===== src/rtl/fwp_pkg.sv =====
package fwp_pkg;

    localparam int          STATUS_BIT  = 7;
    localparam int          TOGGLE_BIT  = 6;
    localparam logic [7:0]  ERASED_BYTE = 8'hFF;

    typedef enum logic {
        MODE_DATA   = 1'b0,
        MODE_TOGGLE = 1'b1
    } poll_mode_e;

    typedef enum logic {
        OP_PROG  = 1'b0,
        OP_ERASE = 1'b1
    } op_kind_e;

    typedef enum logic [2:0] {
        PH_IDLE,
        PH_ARM,
        PH_POLL,
        PH_SETTLE,
        PH_CONF
    } phase_e;

    typedef struct packed {
        poll_mode_e mode;
        op_kind_e   op;
        logic [7:0] expect_byte;
    } job_t;

    typedef struct packed {
        logic vld;
        logic bit6;
    } toggle_hist_t;

    typedef struct packed {
        logic settled;
        logic byte_ok;
    } verdict_t;

    typedef struct packed {
        logic done;
        logic fail;
        logic timeout;
    } result_t;

    function automatic logic [7:0] target_byte(job_t j);
        return (j.op == OP_ERASE) ? ERASED_BYTE : j.expect_byte;
    endfunction

    function automatic logic data_poll_settled(job_t j, logic b7);
        if (j.op == OP_ERASE)
            return b7;
        return b7 == j.expect_byte[STATUS_BIT];
    endfunction

endpackage


===== src/rtl/fwp_limit_cnt.sv =====
module fwp_limit_cnt #(
    parameter int LIMIT = 8
) (
    input  logic clk,
    input  logic rst,
    input  logic clr_i,
    input  logic inc_i,
    output logic last_o
);
    localparam int W = (LIMIT > 1) ? $clog2(LIMIT) : 1;

    logic [W-1:0] cnt_q;

    assign last_o = inc_i && (cnt_q == W'(LIMIT - 1));

    always_ff @(posedge clk) begin
        if (rst || clr_i)
            cnt_q <= '0;
        else if (inc_i)
            cnt_q <= last_o ? '0 : cnt_q + W'(1);
    end


    cnt_range_chk: assert property (@(posedge clk) disable iff (rst)
        int'(cnt_q) < LIMIT);

endmodule


===== src/rtl/fwp_strobe_gate.sv =====
module fwp_strobe_gate
    import fwp_pkg::*;
#(
    parameter int PROG_STROBES  = 4,
    parameter int ERASE_STROBES = 6
) (
    input  logic     clk,
    input  logic     rst,
    input  logic     clr_i,
    input  logic     active_i,
    input  op_kind_e op_i,
    input  logic     wstb_i,
    output logic     ready_o
);
    localparam int TOP = (PROG_STROBES > ERASE_STROBES) ? PROG_STROBES : ERASE_STROBES;
    localparam int CW  = $clog2(TOP + 1);

    logic [CW-1:0] cnt_q;
    logic [CW-1:0] need;

    assign need    = (op_i == OP_ERASE) ? CW'(ERASE_STROBES) : CW'(PROG_STROBES);
    assign ready_o = active_i && wstb_i && ((cnt_q + CW'(1)) == need);

    always_ff @(posedge clk) begin
        if (rst || clr_i)
            cnt_q <= '0;
        else if (active_i && wstb_i)
            cnt_q <= ready_o ? '0 : cnt_q + CW'(1);
    end


    strobe_bound_chk: assert property (@(posedge clk) disable iff (rst)
        cnt_q < need);

endmodule


===== src/rtl/fwp_status_eval.sv =====
module fwp_status_eval
    import fwp_pkg::*;
(
    input  job_t         job_i,
    input  toggle_hist_t hist_i,
    input  logic [7:0]   rd_data_i,
    output verdict_t     verdict_o
);
    always_comb begin
        verdict_o = '0;
        unique case (job_i.mode)
            MODE_DATA:
                verdict_o.settled = data_poll_settled(job_i, rd_data_i[STATUS_BIT]);
            MODE_TOGGLE:
                verdict_o.settled = hist_i.vld && (rd_data_i[TOGGLE_BIT] == hist_i.bit6);
            default:
                verdict_o.settled = 1'b0;
        endcase
        verdict_o.byte_ok = (rd_data_i == target_byte(job_i));
    end

endmodule


===== src/rtl/flash_wstat_poller.sv =====
module flash_wstat_poller
    import fwp_pkg::*;
#(
    parameter int PROG_STROBES  = 4,
    parameter int ERASE_STROBES = 6,
    parameter int SETTLE_CYC    = 125,
    parameter int MAX_POLLS     = 1000,
    parameter int CONFIRM_READS = 2
) (
    input  logic       clk,
    input  logic       rst,
    input  logic       start_i,
    input  logic       mode_i,
    input  logic       op_i,
    input  logic [7:0] exp_data_i,
    input  logic       wr_strobe_i,
    output logic       rd_req_o,
    input  logic       rd_valid_i,
    input  logic [7:0] rd_data_i,
    output logic       busy_o,
    output logic       done_o,
    output logic       err_o,
    output logic       tmo_o
);
    localparam int CIW = (CONFIRM_READS > 1) ? $clog2(CONFIRM_READS) : 1;

    phase_e       phase_q;
    job_t         job_q;
    job_t         job_in;
    toggle_hist_t hist_q;
    toggle_hist_t hist_nx;
    result_t      res_q;
    logic [CIW-1:0] conf_q;
    verdict_t     verdict;

    logic accept;
    logic xfer;
    logic gate_ready;
    logic enter_settle;
    logic settle_last;
    logic poll_busy;
    logic poll_last;

    assign job_in = '{mode: poll_mode_e'(mode_i), op: op_kind_e'(op_i), expect_byte: exp_data_i};

    assign busy_o   = (phase_q != PH_IDLE);
    assign rd_req_o = (phase_q == PH_POLL) || (phase_q == PH_CONF);
    assign xfer     = rd_req_o && rd_valid_i;
    assign accept   = (phase_q == PH_IDLE) && start_i;

    assign enter_settle = (phase_q == PH_POLL) && xfer && verdict.settled;
    assign poll_busy    = (phase_q == PH_POLL) && xfer && !verdict.settled;
    assign hist_nx      = '{vld: 1'b1, bit6: rd_data_i[TOGGLE_BIT]};

    assign done_o = res_q.done;
    assign err_o  = res_q.fail;
    assign tmo_o  = res_q.timeout;

    fwp_strobe_gate #(
        .PROG_STROBES  (PROG_STROBES),
        .ERASE_STROBES (ERASE_STROBES)
    ) u_gate (
        .clk      (clk),
        .rst      (rst),
        .clr_i    (accept),
        .active_i (phase_q == PH_ARM),
        .op_i     (job_q.op),
        .wstb_i   (wr_strobe_i),
        .ready_o  (gate_ready)
    );

    fwp_status_eval u_eval (
        .job_i     (job_q),
        .hist_i    (hist_q),
        .rd_data_i (rd_data_i),
        .verdict_o (verdict)
    );

    fwp_limit_cnt #(.LIMIT(SETTLE_CYC)) u_settle (
        .clk    (clk),
        .rst    (rst),
        .clr_i  (accept || enter_settle),
        .inc_i  (phase_q == PH_SETTLE),
        .last_o (settle_last)
    );

    fwp_limit_cnt #(.LIMIT(MAX_POLLS)) u_polls (
        .clk    (clk),
        .rst    (rst),
        .clr_i  (accept),
        .inc_i  (poll_busy),
        .last_o (poll_last)
    );

    always_ff @(posedge clk) begin
        if (rst) begin
            phase_q <= PH_IDLE;
            job_q   <= '0;
            hist_q  <= '0;
            conf_q  <= '0;
            res_q   <= '0;
        end else begin
            res_q <= '0;
            unique case (phase_q)
                PH_IDLE: begin
                    if (start_i) begin
                        job_q   <= job_in;
                        hist_q  <= '0;
                        phase_q <= PH_ARM;
                    end
                end
                PH_ARM: begin
                    if (gate_ready)
                        phase_q <= PH_POLL;
                end
                PH_POLL: begin
                    if (xfer) begin
                        hist_q <= hist_nx;
                        if (verdict.settled) begin
                            conf_q  <= '0;
                            phase_q <= PH_SETTLE;
                        end else if (poll_last) begin
                            res_q.timeout <= 1'b1;
                            phase_q       <= PH_IDLE;
                        end
                    end
                end
                PH_SETTLE: begin
                    if (settle_last)
                        phase_q <= PH_CONF;
                end
                PH_CONF: begin
                    if (xfer) begin
                        hist_q <= hist_nx;
                        if (!verdict.settled) begin
                            phase_q <= PH_POLL;
                        end else if (!verdict.byte_ok) begin
                            res_q.fail <= 1'b1;
                            phase_q    <= PH_IDLE;
                        end else if (conf_q == CIW'(CONFIRM_READS - 1)) begin
                            res_q.done <= 1'b1;
                            phase_q    <= PH_IDLE;
                        end else begin
                            conf_q <= conf_q + CIW'(1);
                        end
                    end
                end
                default: phase_q <= PH_IDLE;
            endcase
        end
    end


    reset_quiet_chk: assert property (@(posedge clk)
        rst |=> (!busy_o && !rd_req_o && !done_o && !err_o && !tmo_o));


    start_busy_chk: assert property (@(posedge clk) disable iff (rst)
        (start_i && !busy_o) |=> busy_o);


    job_hold_chk: assert property (@(posedge clk) disable iff (rst)
        (busy_o && start_i) |=> $stable(job_q));


    first_read_strobe_chk: assert property (@(posedge clk) disable iff (rst)
        (phase_q == PH_POLL && $past(phase_q) == PH_ARM) |-> $past(wr_strobe_i));


    settle_exit_chk: assert property (@(posedge clk) disable iff (rst)
        (phase_q == PH_CONF && $past(phase_q) == PH_SETTLE) |-> $past(settle_last));


    done_source_chk: assert property (@(posedge clk) disable iff (rst)
        done_o |-> ($past(phase_q) == PH_CONF && $past(rd_valid_i)));


    timeout_source_chk: assert property (@(posedge clk) disable iff (rst)
        tmo_o |-> ($past(phase_q) == PH_POLL && $past(rd_valid_i)));


    flag_excl_chk: assert property (@(posedge clk) disable iff (rst)
        $onehot0({done_o, err_o, tmo_o}));


    flag_pulse_chk: assert property (@(posedge clk) disable iff (rst)
        (done_o || err_o || tmo_o) |=> !(done_o || err_o || tmo_o));


    flag_busy_fall_chk: assert property (@(posedge clk) disable iff (rst)
        (done_o || err_o || tmo_o) |-> (!busy_o && $past(busy_o)));

endmodule


===== config.mk =====
export PLATFORM = sky130hd
export DESIGN_NAME = flash_wstat_poller
export DESIGN_NICKNAME = d
export VERILOG_FILES = /design/src/rtl/fwp_pkg.sv /design/src/rtl/fwp_limit_cnt.sv /design/src/rtl/fwp_strobe_gate.sv /design/src/rtl/fwp_status_eval.sv /design/src/rtl/flash_wstat_poller.sv
export SDC_FILE = /design/constraint.sdc
export NUM_CORES = 1
export LEC_CHECK = 0
export ABC_AREA = 1
export BUFFER_PORTS_ARGS = -buffer_cell sky130_fd_sc_hd__buf_2
export CAP_MARGIN = 20
export CORE_ASPECT_RATIO = 0.9
export CORE_MARGIN = 5
export CORE_UTILIZATION = 57
export DETAILED_ROUTE_END_ITERATION = 8
export GPL_TIMING_DRIVEN = 1
export PLACE_DENSITY = 0.79
export SLEW_MARGIN = 30
export SYNTH_ARGS = -nofsm -noshare
export SYNTH_HDL_FRONTEND = slang
export SYNTH_SLANG_ARGS = --single-unit
export TNS_END_PERCENT = 20

===== constraint.sdc =====
create_clock -name clk -period 2.13 [get_ports clk]
set_input_delay 0.639 -clock clk [delete_from_list [all_inputs] [get_ports clk]]
set_output_delay 0.639 -clock clk [all_outputs]
set_load 0.02 [all_outputs]

==> qor.csv <==
metric,value,unit
status,"finished, final reports clean",
crit path DAT,1310,ps
async set or reset register ratio after synthesis,0,%
Worst Hold Endpoint,done_o$_SDFF_PP0_,
fin crit period,1950,ps
Crit Path Max Fanout,6,
CTS H-tree depth,2,
Max Cap Viol,0,
Gate Count Post-Synth,315,
Root Buffer,clkbuf_8,
synthesized cell area,0.00222,mm2
number of synthesized flops with an enable pin,0,
Mean Syn Cell Area,7.05,um2
register bit total from synthesis,39,
crit path from,phase_q[1]$_SDFFE_PP0P_,
HPWL after detailed placement,3430,um
Setup Crit Path Kind,reg2out,
slew at the pin with the worst max-slew slack,449,ps
vias in the first global route,1850,
Main synth FF type,dfxtp_1,
total number of vias,2050,
Skew-Pair Late Insertion Delay,290,ps
sequential area share after synthesis,35.1,%
Sink Count,39,
share of cells above drive strength 1,20.1,%
Starting Density,59.6,%
worst rel slew slack,70.0,%
reg2reg end,phase_q[1]$_SDFFE_PP0P_,
post-cts sizing count,0,
hold_sp,conf_q$_SDFFE_PP0P_,
Top Ports,28,
Max Freq,514,MHz
Syn-to-layout area delta,12.2,%
clock share of power,24.0,%
Setup Buffers After CTS,0,
Detail Route Antenna Nets,0,
setup TNS,0,ps
1st-iter DRT viols,157,
Via density,5.20,
largest cells by area after synthesis,"dfxtp_1 (35%), nand2_1 (11%), inv_1 (6.9%), nor2_1 (6.3%), a21oi_1 (5.9%)",
"CTS clk-pin slew, worst paths",80,ps
Core Region,0.00373,mm2
top-count cell post-synth,nand2_1,
Startpoint Class,register,
proportion of power drawn by combinational gates,36.6,%
Synthesized Nets,342,
Peak VDD IR,0.814,mV
Sw Share,38.9,%
crit share post-route,91.4,%
leakage,1.06,nW
# rows,21,
fin util,66.8,%
Worst setup EP type,primary output,
drt wl/cell,11.3,um
Worst Hold Path Cells,2,
Reg2Reg Setup Slack,380,ps
PwrDens,927,mW/mm2
largest net degree at the start of global routing,15,
PortBufs,27,
Die Y-Extent,69.2,um
DIE AREA,0.00525,mm2
Fin. Hold Viols,0,
RSZ-0062 raised after global routing,false,
post-synth top area cell,dfxtp_1,
Routed WL,4440,um
Final Max Slew Viols,0,
CP required,1490,ps
initial antenna violation count,0,
NetSw,0.898,mW
power share of the sequential group,39.4,%
Longest Clk Path Bufs,2,
die width,75.8,um
total global routing overflow,0,
drt pass-1 iters,4,
Worst Reg-to-Reg Cells,11,
CTS tree,built,
GRT Total Usage,18.3,%
number of setup violations in the final report,0,
Ys Warns,0,
reg2reg start,job_q[8]$_SDFFE_PP0P_,
synth cell count leaders,"nand2_1 (66), inv_1 (41), dfxtp_1 (39), nor2_1 (37), a21oi_1 (26)",
Num CTS Buffers,5,
skew final,6.36,ps
Hold Path Class,reg2reg,
Synth cell types,35,
number of fill cells,345,
Layout Nets,374,
Hold Buf Count CTS,0,
top cell type's share of synthesized area,35.1,%
DRC viols,0,
RD Place Congestion,0.821,
Int Pwr,1.41,mW
first-pass GRT wire length,7730,um
number of diodes,0,
==> kinds of logic after synthesis <==
family | Yosys count | share of synthesized area (%)
and+or+nand+nor | 165 | 38.5
buffers and inverters | 51 | 9.97
adders and majority gates | 4 | 2.25
DFF | 39 | 35.1
xor gates and xnor gates | 4 | 1.58
AOI/OAI and AO/OA | 52 | 12.6
==> stage by stage <==
stage / cells / power [mW] / setup WS (ps) / hold slack [ps] / cell area, um2
2_1_floorplan: 315 / 1.61 / 501 / 417 / 2220
3_3_place_gp: 386 / 1.75 / 320 / 440 / 2390
3_5_place_dp: 386 / 1.77 / 286 / 438 / 2390
4_1_cts: 394 / 2.32 / 186 / 453 / 2490
5_1_grt: 394 / 2.49 / 69.1 / 476 / 2490
6_report: 394 / 2.31 / 184 / 456 / 2490
==> layout by cell type (no fill, tap or decap), types with 3 or more instances in the layout <==
| master | synthesis | layout |
|---|---|---|
| nand2_1 | 66 | 66 |
| nor3_1 | 8 | 8 |
| nand4_1 | 7 | 7 |
| nor2_1 | 37 | 37 |
| a21oi_1 | 26 | 26 |
| nand3_4 | 3 | 3 |
| nand3_1 | 13 | 13 |
| buf_2 | 0 | 27 |
| nand3b_1 | 3 | 3 |
| inv_1 | 41 | 41 |
| ha_1 | 4 | 4 |
| dfxtp_1 | 39 | 39 |
| clkbuf_8 | 0 | 7 |
| xor2_1 | 4 | 4 |
| nand2_2 | 8 | 8 |
| nor2_4 | 4 | 4 |
| inv_2 | 4 | 4 |
| o21ai_0 | 18 | 18 |
| nand3_2 | 5 | 5 |
==> worst max-delay path by stage <==
stage / to / slack [ps] / depth (start not counted)
floorplan: u_polls.cnt_q[6]$_SDFFE_PP0P_ / 500 / 8
global placement: u_polls.cnt_q[6]$_SDFFE_PP0P_ / 320 / 9
detailed placement: phase_q[1]$_SDFFE_PP0P_ / 290 / 10
CTS: busy_o / 190 / 5
global route: busy_o / 70 / 5
finish: busy_o / 180 / 5
==> routing by layer <==
| layer | global-route usage [%] | wire (um) | up-vias |
|---|---|---|---|
| li1 | - | - | 1083 |
| met1 | 25.7 | 2190 | 924 |
| met2 | 27.9 | 2000 | 37 |
| met3 | 4.64 | 195 | 6 |
| met4 | 3.88 | 43 | 0 |
| met5 | 0 | 0 | - |
==> final cells by class <==
| cell class | count | area (um2) | area share, % |
|---|---|---|---|
| Clock buffer | 8 | 100 | 4.02 |
| Inverter | 47 | 184 | 7.38 |
| Multi-Input combinational cell | 225 | 1220 | 48.9 |
| Sequential cell | 39 | 781 | 31.3 |
| Tap cell | 46 | 57.6 | 2.31 |
| Timing Repair Buffer | 29 | 150 | 6.02 |
==> registers in the layout, summed over array words and instances (netlist names) <==
signal and cells:
conf_q 1, phase_q 3, job_q 10, u_gate.cnt_q 3
u_polls.cnt_q 10, err_o 1, done_o 1, hist_q 2
tmo_o 1, u_settle.cnt_q 7
==> power groups by stage <==
stage,Clock (mW),Combinational [mW],Sequential (mW)
3_5_place_dp,0,0.842,0.926
2_1_floorplan,0,0.711,0.896
5_1_grt,0.599,0.964,0.924
6_report,0.554,0.845,0.911
4_1_cts,0.569,0.846,0.909
3_3_place_gp,0,0.826,0.922
==> worst max-delay path: stages, from the launching register on <==
cell and delay (ps):
dfxtp_1 380, nor2_1 190, inv_1 60, nor2_1 150, inv_1 80, buf_2 160
Power figures use the tool's default switching activity.
